<file path="src/rtl/fmt_pkg.sv">
package fmt_pkg;

  typedef enum logic [1:0] {
    MODE_ROUND     = 2'b00,
    MODE_MAGSQ     = 2'b01,
    MODE_FIR       = 2'b10,
    MODE_ROUND_ALT = 2'b11
  } fmt_mode_e;

  localparam int NUM_LANES = 2;

  function automatic logic mode_is_wide(input logic [1:0] mode);
    return (mode == MODE_MAGSQ) || (mode == MODE_FIR);
  endfunction

endpackage

</file>
<file path="src/rtl/fmt_rounder.sv">
module fmt_rounder #(
  parameter int WORD_W = 24
) (
  input  logic [2*WORD_W-1:0] acc_i,
  output logic [WORD_W-1:0]   word_o
);
  localparam int ACC_W = 2 * WORD_W;
  localparam logic [WORD_W-1:0] MAX_POS = {1'b0, {(WORD_W-1){1'b1}}};

  logic [WORD_W-1:0] upper;
  logic              half;

  always_comb begin
    upper = acc_i[ACC_W-1 -: WORD_W];
    half  = acc_i[WORD_W-1];
    if (half && (upper == MAX_POS)) begin
      word_o = MAX_POS;
    end else begin
      word_o = upper + {{(WORD_W-1){1'b0}}, half};
    end
  end
endmodule

</file>
<file path="src/rtl/fmt_slot.sv">
module fmt_slot #(
  parameter int WORD_W = 24
) (
  input  logic                clk,
  input  logic                rst,
  input  logic                push,
  input  logic                wide_i,
  input  logic                zero_i,
  input  logic [2*WORD_W-1:0] re_i,
  input  logic [2*WORD_W-1:0] im_i,
  input  logic                pop,
  output logic                valid_o,
  output logic                wide_o,
  output logic                zero_o,
  output logic [2*WORD_W-1:0] re_o,
  output logic [2*WORD_W-1:0] im_o
);
  always_ff @(posedge clk) begin
    if (rst) begin
      valid_o <= 1'b0;
      wide_o  <= 1'b0;
      zero_o  <= 1'b0;
      re_o    <= '0;
      im_o    <= '0;
    end else if (push) begin
      valid_o <= 1'b1;
      wide_o  <= wide_i;
      zero_o  <= zero_i;
      re_o    <= re_i;
      im_o    <= im_i;
    end else if (pop) begin
      valid_o <= 1'b0;
    end
  end
endmodule

</file>
<file path="src/rtl/fmt_serializer.sv">
module fmt_serializer
  import fmt_pkg::*;
#(
  parameter int WORD_W = 24
) (
  input  logic                clk,
  input  logic                rst,
  input  logic                src_valid,
  input  logic                src_wide,
  input  logic                src_zero,
  input  logic [2*WORD_W-1:0] src_re,
  input  logic [2*WORD_W-1:0] src_im,
  output logic                src_take,
  input  logic                out_ready,
  output logic                out_valid,
  output logic [WORD_W-1:0]   out_re,
  output logic [WORD_W-1:0]   out_im,
  output logic                out_hi,
  output logic                out_wide
);
  localparam int ACC_W = 2 * WORD_W;

  logic [NUM_LANES-1:0][ACC_W-1:0]  acc;
  logic [NUM_LANES-1:0][WORD_W-1:0] rnd;
  logic [NUM_LANES-1:0][WORD_W-1:0] first_w;
  logic [NUM_LANES-1:0][WORD_W-1:0] second_w;
  logic [NUM_LANES-1:0][WORD_W-1:0] lo_q;
  logic lo_pend;
  logic out_free;

  assign acc[0] = src_re;
  assign acc[1] = src_im;

  generate
    for (genvar g = 0; g < NUM_LANES; g++) begin : g_lane
      fmt_rounder #(.WORD_W(WORD_W)) u_rnd (
        .acc_i  (acc[g]),
        .word_o (rnd[g])
      );
      always_comb begin
        if (src_zero) begin
          first_w[g]  = '0;
          second_w[g] = '0;
        end else if (src_wide) begin
          first_w[g]  = acc[g][ACC_W-1 -: WORD_W];
          second_w[g] = acc[g][WORD_W-1:0];
        end else begin
          first_w[g]  = rnd[g];
          second_w[g] = '0;
        end
      end
    end
  endgenerate

  assign out_free = !out_valid || out_ready;
  assign src_take = out_free && !lo_pend && src_valid;

  always_ff @(posedge clk) begin
    if (rst) begin
      out_valid <= 1'b0;
      out_hi    <= 1'b0;
      out_wide  <= 1'b0;
      out_re    <= '0;
      out_im    <= '0;
      lo_pend   <= 1'b0;
      lo_q      <= '0;
    end else if (out_free) begin
      if (lo_pend) begin
        out_valid <= 1'b1;
        out_hi    <= 1'b0;
        out_wide  <= 1'b1;
        out_re    <= lo_q[0];
        out_im    <= lo_q[1];
        lo_pend   <= 1'b0;
      end else if (src_valid) begin
        out_valid <= 1'b1;
        out_hi    <= src_wide;
        out_wide  <= src_wide;
        out_re    <= first_w[0];
        out_im    <= first_w[1];
        lo_pend   <= src_wide;
        lo_q      <= second_w;
      end else begin
        out_valid <= 1'b0;
        out_hi    <= 1'b0;
        out_wide  <= 1'b0;
      end
    end
  end
endmodule

</file>
<file path="src/rtl/dual_stream_fmt.sv">
module dual_stream_fmt
  import fmt_pkg::*;
#(
  parameter int WORD_W = 24,
  parameter int ACC_W  = 2 * WORD_W
) (
  input  logic              clk,
  input  logic              rst,
  input  logic              in_valid,
  output logic              in_ready,
  input  logic [1:0]        in_mode,
  input  logic              in_zero,
  input  logic [ACC_W-1:0]  in_re,
  input  logic [ACC_W-1:0]  in_im,
  output logic              out_valid,
  input  logic              out_ready,
  output logic [WORD_W-1:0] out_re,
  output logic [WORD_W-1:0] out_im,
  output logic              out_hi,
  output logic              out_wide
);
  logic             s_valid, s_wide, s_zero, take, push;
  logic [ACC_W-1:0] s_re, s_im;

  assign in_ready = !s_valid || take;
  assign push     = in_valid && in_ready;

  fmt_slot #(.WORD_W(WORD_W)) u_slot (
    .clk     (clk),
    .rst     (rst),
    .push    (push),
    .wide_i  (mode_is_wide(in_mode)),
    .zero_i  (in_zero),
    .re_i    (in_re),
    .im_i    (in_im),
    .pop     (take),
    .valid_o (s_valid),
    .wide_o  (s_wide),
    .zero_o  (s_zero),
    .re_o    (s_re),
    .im_o    (s_im)
  );

  fmt_serializer #(.WORD_W(WORD_W)) u_ser (
    .clk       (clk),
    .rst       (rst),
    .src_valid (s_valid),
    .src_wide  (s_wide),
    .src_zero  (s_zero),
    .src_re    (s_re),
    .src_im    (s_im),
    .src_take  (take),
    .out_ready (out_ready),
    .out_valid (out_valid),
    .out_re    (out_re),
    .out_im    (out_im),
    .out_hi    (out_hi),
    .out_wide  (out_wide)
  );
endmodule

</file>
<file path="config.mk">
export PLATFORM = sky130hd
export DESIGN_NAME = dual_stream_fmt
export DESIGN_NICKNAME = d
export VERILOG_FILES = /design/src/rtl/fmt_pkg.sv /design/src/rtl/fmt_rounder.sv /design/src/rtl/fmt_slot.sv /design/src/rtl/fmt_serializer.sv /design/src/rtl/dual_stream_fmt.sv
export SDC_FILE = /design/constraint.sdc
export NUM_CORES = 1
export LEC_CHECK = 0
export BUFFER_PORTS_ARGS = -buffer_cell sky130_fd_sc_hd__buf_2
export CAP_MARGIN = 15
export CORE_MARGIN = 2
export CORE_UTILIZATION = 55
export DETAILED_ROUTE_END_ITERATION = 7
export PLACE_DENSITY = 0.84
export SLEW_MARGIN = 5
export SYNTH_ARGS = -nofsm -noshare
export SYNTH_HDL_FRONTEND = slang
export SYNTH_HIERARCHICAL = 1
export SYNTH_SLANG_ARGS = --single-unit
</file>
<file path="constraint.sdc">
create_clock -name clk -period 3.5 [get_ports clk]
set_input_delay 0.7 -clock clk [delete_from_list [all_inputs] [get_ports clk]]
set_output_delay 0.7 -clock clk [all_outputs]
set_load 0.02 [all_outputs]
</file>
==> results.cfg, run 1 <==
[timing]
fin_worst_skew_ps = 8.69
finalHoldWorstSlack_ps = 450
rsz0062_at_grt = false
fin_crit_sh = 0.826
maxSlewHeadroom = 0.375
timing.setup.tns_ps = 0
hold_violations = 0
maxSlewViolCount = 0
tightestPinTransition_ps = 935
min_period_ps = 2890
setup_viol = 0
max_freq_mhz = 346

[detailed_routing]
wl_per_cell_um = 17.7
dr.first_iter.drc_count = 739
met3_length_um = 1500
antenna_left = 0
wl_um = 24200
vias_per_cell = 5.89
vias = 8053
met1_length_um = 10900
drc_errors = 0
wl_met2_um = 11400
first_pass_iters = 5
top_layer_used = met4

[grt]
grt_max_degree = 91
grt_overflow_total = 0
antenna_found_initial = 0
first_global_vias = 7587
grt_first_pass_wirelength_um = 38200
track_usage = 0.260

[outcome]
status = complete, no violations

[synthesis]
ys_warn_count = 6
ys_seq_area_frac = 0.410
synth_fp_nets = 1133
synth_edf_count = 0
syn_area_per_cell_um2 = 9.42
synth-seq-cells = 198
ys.flop_type = dfxtp_1
synth.distinct_cells = 46
synth_area_um2 = 9660
synth_cells = 1026
synthArstFlopShare = 0

[setup_path]
path_class = reg2reg
crit_start = u_slot/im_o[28]
crit_arrival_ps = 3250
end_kind = flop
worstPathMaxFanout = 17
start_kind = flop
cp_data_required_time_ps = 3860
r2r_start = u_slot/im_o[28]

[pwr]
ir_worst_vdd_mv = 0.403
p_leak_uw = 0.00446
power.density_nw_per_um2 = 480
total_power_uw = 5270

[hold_path]
min_from = u_slot/re_o[4]
hold_class = reg2reg

[finish]
syn_to_final_growth_pct = 13.6
final_cell_mix = dfxtp_1 (196), buf_2 (153), mux2i_1 (147), nor2_1 (108), nand2_1 (86)
fillCellCount = 1413
diodes = 0
final_cells = 1367
drive_gt1_frac = 0.253
final_util = 0.637
finalNetCount = 1236
layout_commonest_cell = dfxtp_1

[cts]
cts_made_buffers = 17
cts_resized = 0
postCtsSetupBuffers = 0
cts_sinks = 198
clockRootBuffer = clkbuf_16
clock_path_buffers = 2
insertion_delay_ps = 440
postCtsHoldBufs = 0
cts_max_level = 4
cts_tree = built
clk_pin_slew_ps = 70

[floorplan]
placementRows = 48
ios = 155
start_util = 0.561
dieArea_um2 = 18600
die_x_um = 137
die_h_um = 137
core_area_um2 = 17200

[placed_design]
place.gp.congestion = 0.824
dp_cells = 1335
port_buffers = 154
dp_hpwl_um = 15200

[flow_run]
cap_violations = 0
==> flip-flops by register name (all words and copies together) (netlist names) <==
name	count
u_ser/lo_pend	1
u_ser/lo_q	48
u_ser/out_im	24
u_ser/out_re	24
u_ser/out_valid	1
u_ser/out_wide	1
u_slot/im_o	48
u_slot/re_o	48
u_slot/valid_o	1
u_slot/wide_o	1
u_slot/zero_o	1
==> kinds of logic after synthesis <==
group / synth area share
and+or+nand+nor: 0.172
DFF: 0.410
muxes: 0.208
AOI/OAI and AO/OA: 0.129
buffers and inverters: 0.0511
xor gates and xnor gates: 0.0236
adders and majority gates: 0.00518
==> synthesized netlist by cell type, drive strengths merged, types with 2 or more instances <==
cell type,n,area share
o21ai,13,0.0079
and3,2,0.0013
nor3,7,0.0036
xnor2,21,0.019
dfxtp,198,0.41
and3b,2,0.0018
nand3,21,0.013
o31ai,3,0.0023
mux2,48,0.056
nor4,10,0.0078
and2,2,0.0018
xor2,5,0.0045
nand2,86,0.033
or2,3,0.0019
a22oi,48,0.037
or3,9,0.0058
ha,4,0.0052
nand4b,2,0.0018
a21oi,53,0.027
inv,8,0.0031
or4,8,0.0066
mux2i,147,0.15
a41oi,3,0.0027
nor2,109,0.042
nand4,12,0.0078
buf,51,0.035
a211oi,49,0.048
nor3b,3,0.0023
clkbuf,34,0.013
a31oi,4,0.0026
and4,4,0.0036
nand2b,55,0.036
==> worst paths after layout <==
kind / end / depth (start not counted) / slack, ps
max reg2reg: u_ser/out_im[0] / 7 / 610
min reg2reg: u_ser/lo_q[4] / 2 / 450
max: u_ser/out_im[0] / 7 / 610
min: u_ser/lo_q[4] / 2 / 450
==> per-layer routing <==
layer / vias to the layer above / global-route usage
met5: - / 0
met2: 294 / 0.420
met1: 3878 / 0.349
met4: 0 / 0.0851
met3: 29 / 0.0522
li1: 3852 / -
==> critical path, stage by stage (launching register included) <==
cell      delay (ps)
dfxtp_1          430
nand4_1          430
nor4_2           440
nand4_1          690
nand2b_1         310
mux2_2           180
a22oi_1           70
a211oi_1         260
==> report_power, final <==
group	internal, µW	switching, µW
combinational	392	488
sequential	2400	144
clock	958	889
total	3750	1520
==> final cells by class <==
type	count	area [µm²]	area share
multi-input cells	735	5230	0.476
repair buffers	169	927	0.0844
flip-flops and latches	198	3970	0.361
clock buffers	20	457	0.0416
clock inverters	12	96.3	0.00877
well taps	225	282	0.0256
inverters	8	30.0	0.00273
==> metrics by stage <==
step / area, µm² / worst slack [ps]
after global routing: 11000 / 303
after detailed placement: 10400 / 664
final: 11000 / 609
after global placement: 10400 / 711
after CTS: 11000 / 646
after floorplan: 9660 / 886
(Power assumes the default switching activity.)
==> run 2: changes to the inputs <==
CORE_UTILIZATION = 51   (was 55)
PLACE_DENSITY = 0.82   (was 0.84)
clock period = 2.6 ns   (was 3.5 ns; I/O delays follow)
==> run 2 against run 1 <==
- core utilization is 2.7 points lower
- first-iteration DRC count is 27% lower
- clock power is 47% higher
- global-route usage is 2.0 points lower
- sequential cell count stayed put
==> results.cfg, run 2 (synthesized netlist as in run 1, its figures left out) <==
[finish]
final_cell_mix = dfxtp_1 (192), buf_2 (153), mux2i_1 (147), nor2_1 (108), nand2_1 (86)
layout_commonest_cell = dfxtp_1
final_area_um2 = 11400
reg_top3 = u_ser/lo_q: 48 flops, u_slot/im_o: 48 flops, u_slot/re_o: 48 flops
syn_to_final_growth_pct = 17.7
fillCellCount = 1529
drive_gt1_frac = 0.279
final_util = 0.610
finalNetCount = 1263

[setup_path]
end_kind = flop
start_kind = flop
path_class = reg2reg
cp_data_required_time_ps = 2870
crit_arrival_ps = 2820
r2r_start = u_slot/im_o[25]
worstPathMaxFanout = 7
r2r-end = u_ser/out_im[22]
reg2reg_slack_ps = 50
r2r_cells = 8

[pwr]
p_comb_frac = 0.173
power_frac_seq = 0.458
power_switching_uw = 2020
ir_worst_vdd_mv = 0.503
swShare = 0.274
clockPowerShare = 0.369
p_leak_uw = 0.00462
p_int_uw = 5360
power.density_nw_per_um2 = 649

[grt]
grt_first_pass_wirelength_um = 38500
grt_overflow_total = 0
track_usage = 0.240
grt_max_degree = 199
first_global_vias = 7505
antenna_found_initial = 2

[placed_design]
place.gp.congestion = 0.836
place_ws_ps = 15.2
port_buffers = 154
place_area_um2 = 10700
dp_hpwl_um = 15900

[cts]
insertion_delay_ps = 430
cts_sinks = 198
cts_made_buffers = 17
clk_pin_slew_ps = 70
clock_path_buffers = 2
cts_tree = built
cts_max_level = 4
clockRootBuffer = clkbuf_16

[hold_path]
min_from = in_im[47]
hold_path_end = u_slot/im_o[47]
hold_path_depth = 3
hold_class = in2reg

[timing]
tightestPinTransition_ps = 944
min_period_ps = 2550
setup_ws_ps = 53.5
maxSlewViolCount = 0
fin_worst_skew_ps = 11.1
hold_violations = 0
setup_viol = 0
fin_crit_sh = 0.979
maxSlewHeadroom = 0.368
max_freq_mhz = 393
timing.setup.tns_ps = 0

[flow_run]
cap_violations = 0

[floorplan]
placementRows = 50
die_x_um = 142
ios = 155
start_util = 0.518
dieArea_um2 = 20100
core_area_um2 = 18600
die_h_um = 142

[detailed_routing]
antenna_left = 0
wl_per_cell_um = 17.6
dr.first_iter.drc_count = 541
wl_um = 24700
first_pass_iters = 5
vias = 8060
drc_errors = 0
vias_per_cell = 5.74

[outcome]
status = complete, no violations
==> run 2: cell types whose count changed in the layout (fill, tap and decap cells not counted), moves of 2 or more <==
cell,delta
buf_12,+5
ha_4,+2
bufinv_16,+3
or4_1,-2
or4_4,+2
dfxtp_1,-4
or3_1,-2
or3_4,+2
ha_1,-3
diode_2,+2
buf_4,+22
dfxtp_2,+3
clkinv_4,-5
==> run 2: power groups by stage <==
stage               sequential [µW]  clock (µW)  combinational [µW]
floorplan                      3510           0                 806
global placement               3440           0                1230
detailed placement             3440           0                1260
CTS                            3380        2770                1270
global route                   3410        2880                1370
finish                         3380        2720                1270
==> run 2: worst max-delay path, stage by stage, from the launching register on <==
cell and delay (ps):
dfxtp_1 480, ha_4 200, nand3_2 90, or4_4 600, or3_4 360, mux2i_1 140
mux2_2 270, a22oi_1 170, a211oi_1 90
==> run 2: area by class of cell <==
class	count	area, µm²	share of cell area
multi-input cells	735	5280	0.464
flip-flops and latches	198	3970	0.349
repair buffers	196	1190	0.105
clock buffers	20	457	0.0402
well taps	234	293	0.0257
clock inverters	10	145	0.0128
inverters	8	30.0	0.00264
diodes	2	5.00	0.000440
==> run 2: timing repair <==
action / 4_1_cts / 5_1_grt
resized for setup: 2 / 13
gates cloned: 0 / 0
setup endpoints to repair: 1 / 12
buffers inserted: 0 / 2
hold buffers: 0 / 0
pin swaps: 0 / 2
==> run 2: worst max-delay path by stage <==
stage               startpoint          endpoint  slack (ps)  depth (start not counted)
3_3_place_gp   u_slot/im_o[24]  u_ser/out_im[22]         110                          9
2_1_floorplan        out_ready   u_slot/re_o[36]         170                         12
4_1_cts        u_slot/im_o[24]  u_ser/out_im[22]          20                          9
5_1_grt        u_slot/re_o[32]  u_ser/out_re[19]         -40                          8
3_5_place_dp   u_slot/im_o[24]  u_ser/out_im[22]          20                          9
6_report       u_slot/im_o[25]  u_ser/out_im[22]          50                          8
==> run 2: per-layer routing <==
metal | track usage | vias to the layer above | wire length, µm | share of wire
met5 | 0 | - | 0 | 0
met1 | 0.314 | 3822 | 10700 | 0.43
li1 | - | 3905 | - | -
met3 | 0.0439 | 36 | 1420 | 0.057
met2 | 0.398 | 297 | 12000 | 0.49
met4 | 0.0900 | 0 | 624 | 0.025
==> run 2: metrics by stage <==
step	cells	power, µW	hold slack [ps]
after global routing	1403	7650	313
after CTS	1399	7420	305
after floorplan	1026	4320	437
final	1403	7380	319
after global placement	1369	4670	445
after detailed placement	1369	4710	450
==> run 3: changes to the inputs <==
BUFFER_PORTS_ARGS = -buffer_cell sky130_fd_sc_hd__buf_4   (was -buffer_cell sky130_fd_sc_hd__buf_2)
CORE_UTILIZATION = 30   (was 51)
PLACE_DENSITY = 0.55   (was 0.82)
==> run 3 against run 2 <==
- sequential power is essentially flat
- core utilization shrank 23 points
- routed wire length grew 8.8%
- sequential cell count is the same
- total power shrank 0.62%
- via count shrank 2.6%
- global-route usage shrank 8.0 points
- critical path type unchanged
- critical endpoint unchanged
==> results.cfg, run 3 (synthesized netlist as in run 1, its figures left out) <==
[placed_design]
place.gp.congestion = 0.761
port_buffers = 154
place_area_um2 = 11300
place_ws_ps = 92.8
dp_hpwl_um = 17900

[finish]
diodes = 0
final_area_um2 = 11900
syn_to_final_growth_pct = 23.2
reg_top3 = u_ser/lo_q: 48 flops, u_slot/im_o: 48 flops, u_slot/re_o: 48 flops
finalNetCount = 1272
layout_commonest_cell = buf_4
drive_gt1_frac = 0.280
final_cell_mix = buf_4 (199), dfxtp_1 (195), mux2i_1 (147), nor2_1 (108), nand2_1 (86)

[cts]
cts_max_level = 4
clk_pin_slew_ps = 80
clockRootBuffer = clkbuf_16
postCtsSetupBuffers = 0
cts_sinks = 198
clock_path_buffers = 2
cts_made_buffers = 17
cts_tree = built
insertion_delay_ps = 430

[timing]
max_freq_mhz = 403
min_period_ps = 2480
fin_crit_sh = 0.954
setup_viol = 0
fin_worst_skew_ps = 10.3
setup_ws_ps = 120
hold_violations = 0
maxSlewHeadroom = 0.371
maxSlewViolCount = 0
tightestPinTransition_ps = 943

[floorplan]
start_util = 0.305
ios = 155
die_h_um = 183
die_x_um = 183
placementRows = 65
core_area_um2 = 31600
dieArea_um2 = 33700

[grt]
antenna_found_initial = 0
top_usage_layer = met2
grt_use_met3 = 0.0285
grt_use_met2 = 0.263
grt_first_pass_wirelength_um = 42600
track_usage = 0.160
grt_max_degree = 104
first_global_vias = 7580
grt_overflow_total = 0
met1_usage = 0.219

[pwr]
ir_worst_vdd_mv = 0.478
p_leak_uw = 0.00474
power.density_nw_per_um2 = 616

[detailed_routing]
first_pass_iters = 5
wl_um = 26900
vias = 7848
drc_errors = 0
dr.first_iter.drc_count = 477
antenna_left = 0
vias_per_cell = 4.97
wl_per_cell_um = 17.0

[setup_path]
path_cells = ha_2, ha_1, nand3_2, or4_4, or3_1, mux2i_1, mux2_2, a22oi_1, a211oi_1
path_class = reg2reg
reg2reg_slack_ps = 120
crit_arrival_ps = 2780
worstPathMaxFanout = 7
end_kind = flop
start_kind = flop
cpPeakStageDelay_ps = 530
cp_data_required_time_ps = 2900
worst_path_max_delay_cell = or4_4

[hold_path]
hold_class = in2reg

[outcome]
status = complete, no violations

[flow_run]
cap_violations = 0
==> run 3: cell types whose count changed in the layout (fill, tap and decap cells not counted), sizes merged <==
| cell | change |
|---|---|
| buf | +9 |
| inv | +4 |
| bufinv | -3 |
| clkinv | +2 |
| diode | -2 |
| clkinvlp | -1 |
==> run 3: repair_timing <==
item / in CTS / in global routing
hold buffers: 0 / 0
gates resized for setup: 0 / 5
endpoints found under the setup margin: 0 / 4
==> run 3: metrics by stage <==
step,hold slack (ps),util,setup TNS (ps),instances,total power [µW]
floorplan,437,-,0,1026,4320
global placement,449,0.358,0,1548,4820
detailed placement,451,0.358,0,1548,4830
CTS,296,0.376,0,1580,7440
global route,303,0.376,-135,1580,7690
finish,319,0.376,0,1580,7340
==> run 3: where the power goes <==
| part | internal, µW | switching [µW] | total [µW] |
|---|---|---|---|
| sequential | 3220 | 154 | 3380 |
| combinational | 654 | 720 | 1370 |
| clock | 1310 | 1270 | 2590 |
==> run 3: layout make-up <==
cell class	instances	area [µm²]
fill	3193	19700
inverter	8	30.0
tap	402	503
sequential	198	3970
clock inverter	12	109
clock buffer	20	457
multi-input combinational	735	5240
timing repair buffer	205	1610
==> run 3: per-layer routing <==
layer,share of wire,up-vias,wire (µm)
met3,0.038,11,1020
met5,0,-,0
met4,0.0098,0,265
met2,0.47,149,12700
li1,-,3915,-
met1,0.48,3773,13000
==> run 3: final timing paths <==
kind | start | end | cells past startpoint
setup / recovery | u_slot/im_o[24] | u_ser/out_im[22] | 9
hold reg to reg | u_slot/re_o[1] | u_ser/lo_q[1] | 2
setup reg to reg | u_slot/im_o[24] | u_ser/out_im[22] | 9
hold / removal | in_zero | u_slot/zero_o | 3
==> run 3: worst max-delay path: cells and delay by family (launching register included) <==
kind / cells / cell delay, ps
multiplexers: 2 / 390
AND/OR/NAND/NOR: 3 / 960
AO/OA/AOI/OAI: 2 / 240
adder cells (fa/ha/maj): 2 / 400
flip-flops: 1 / 350
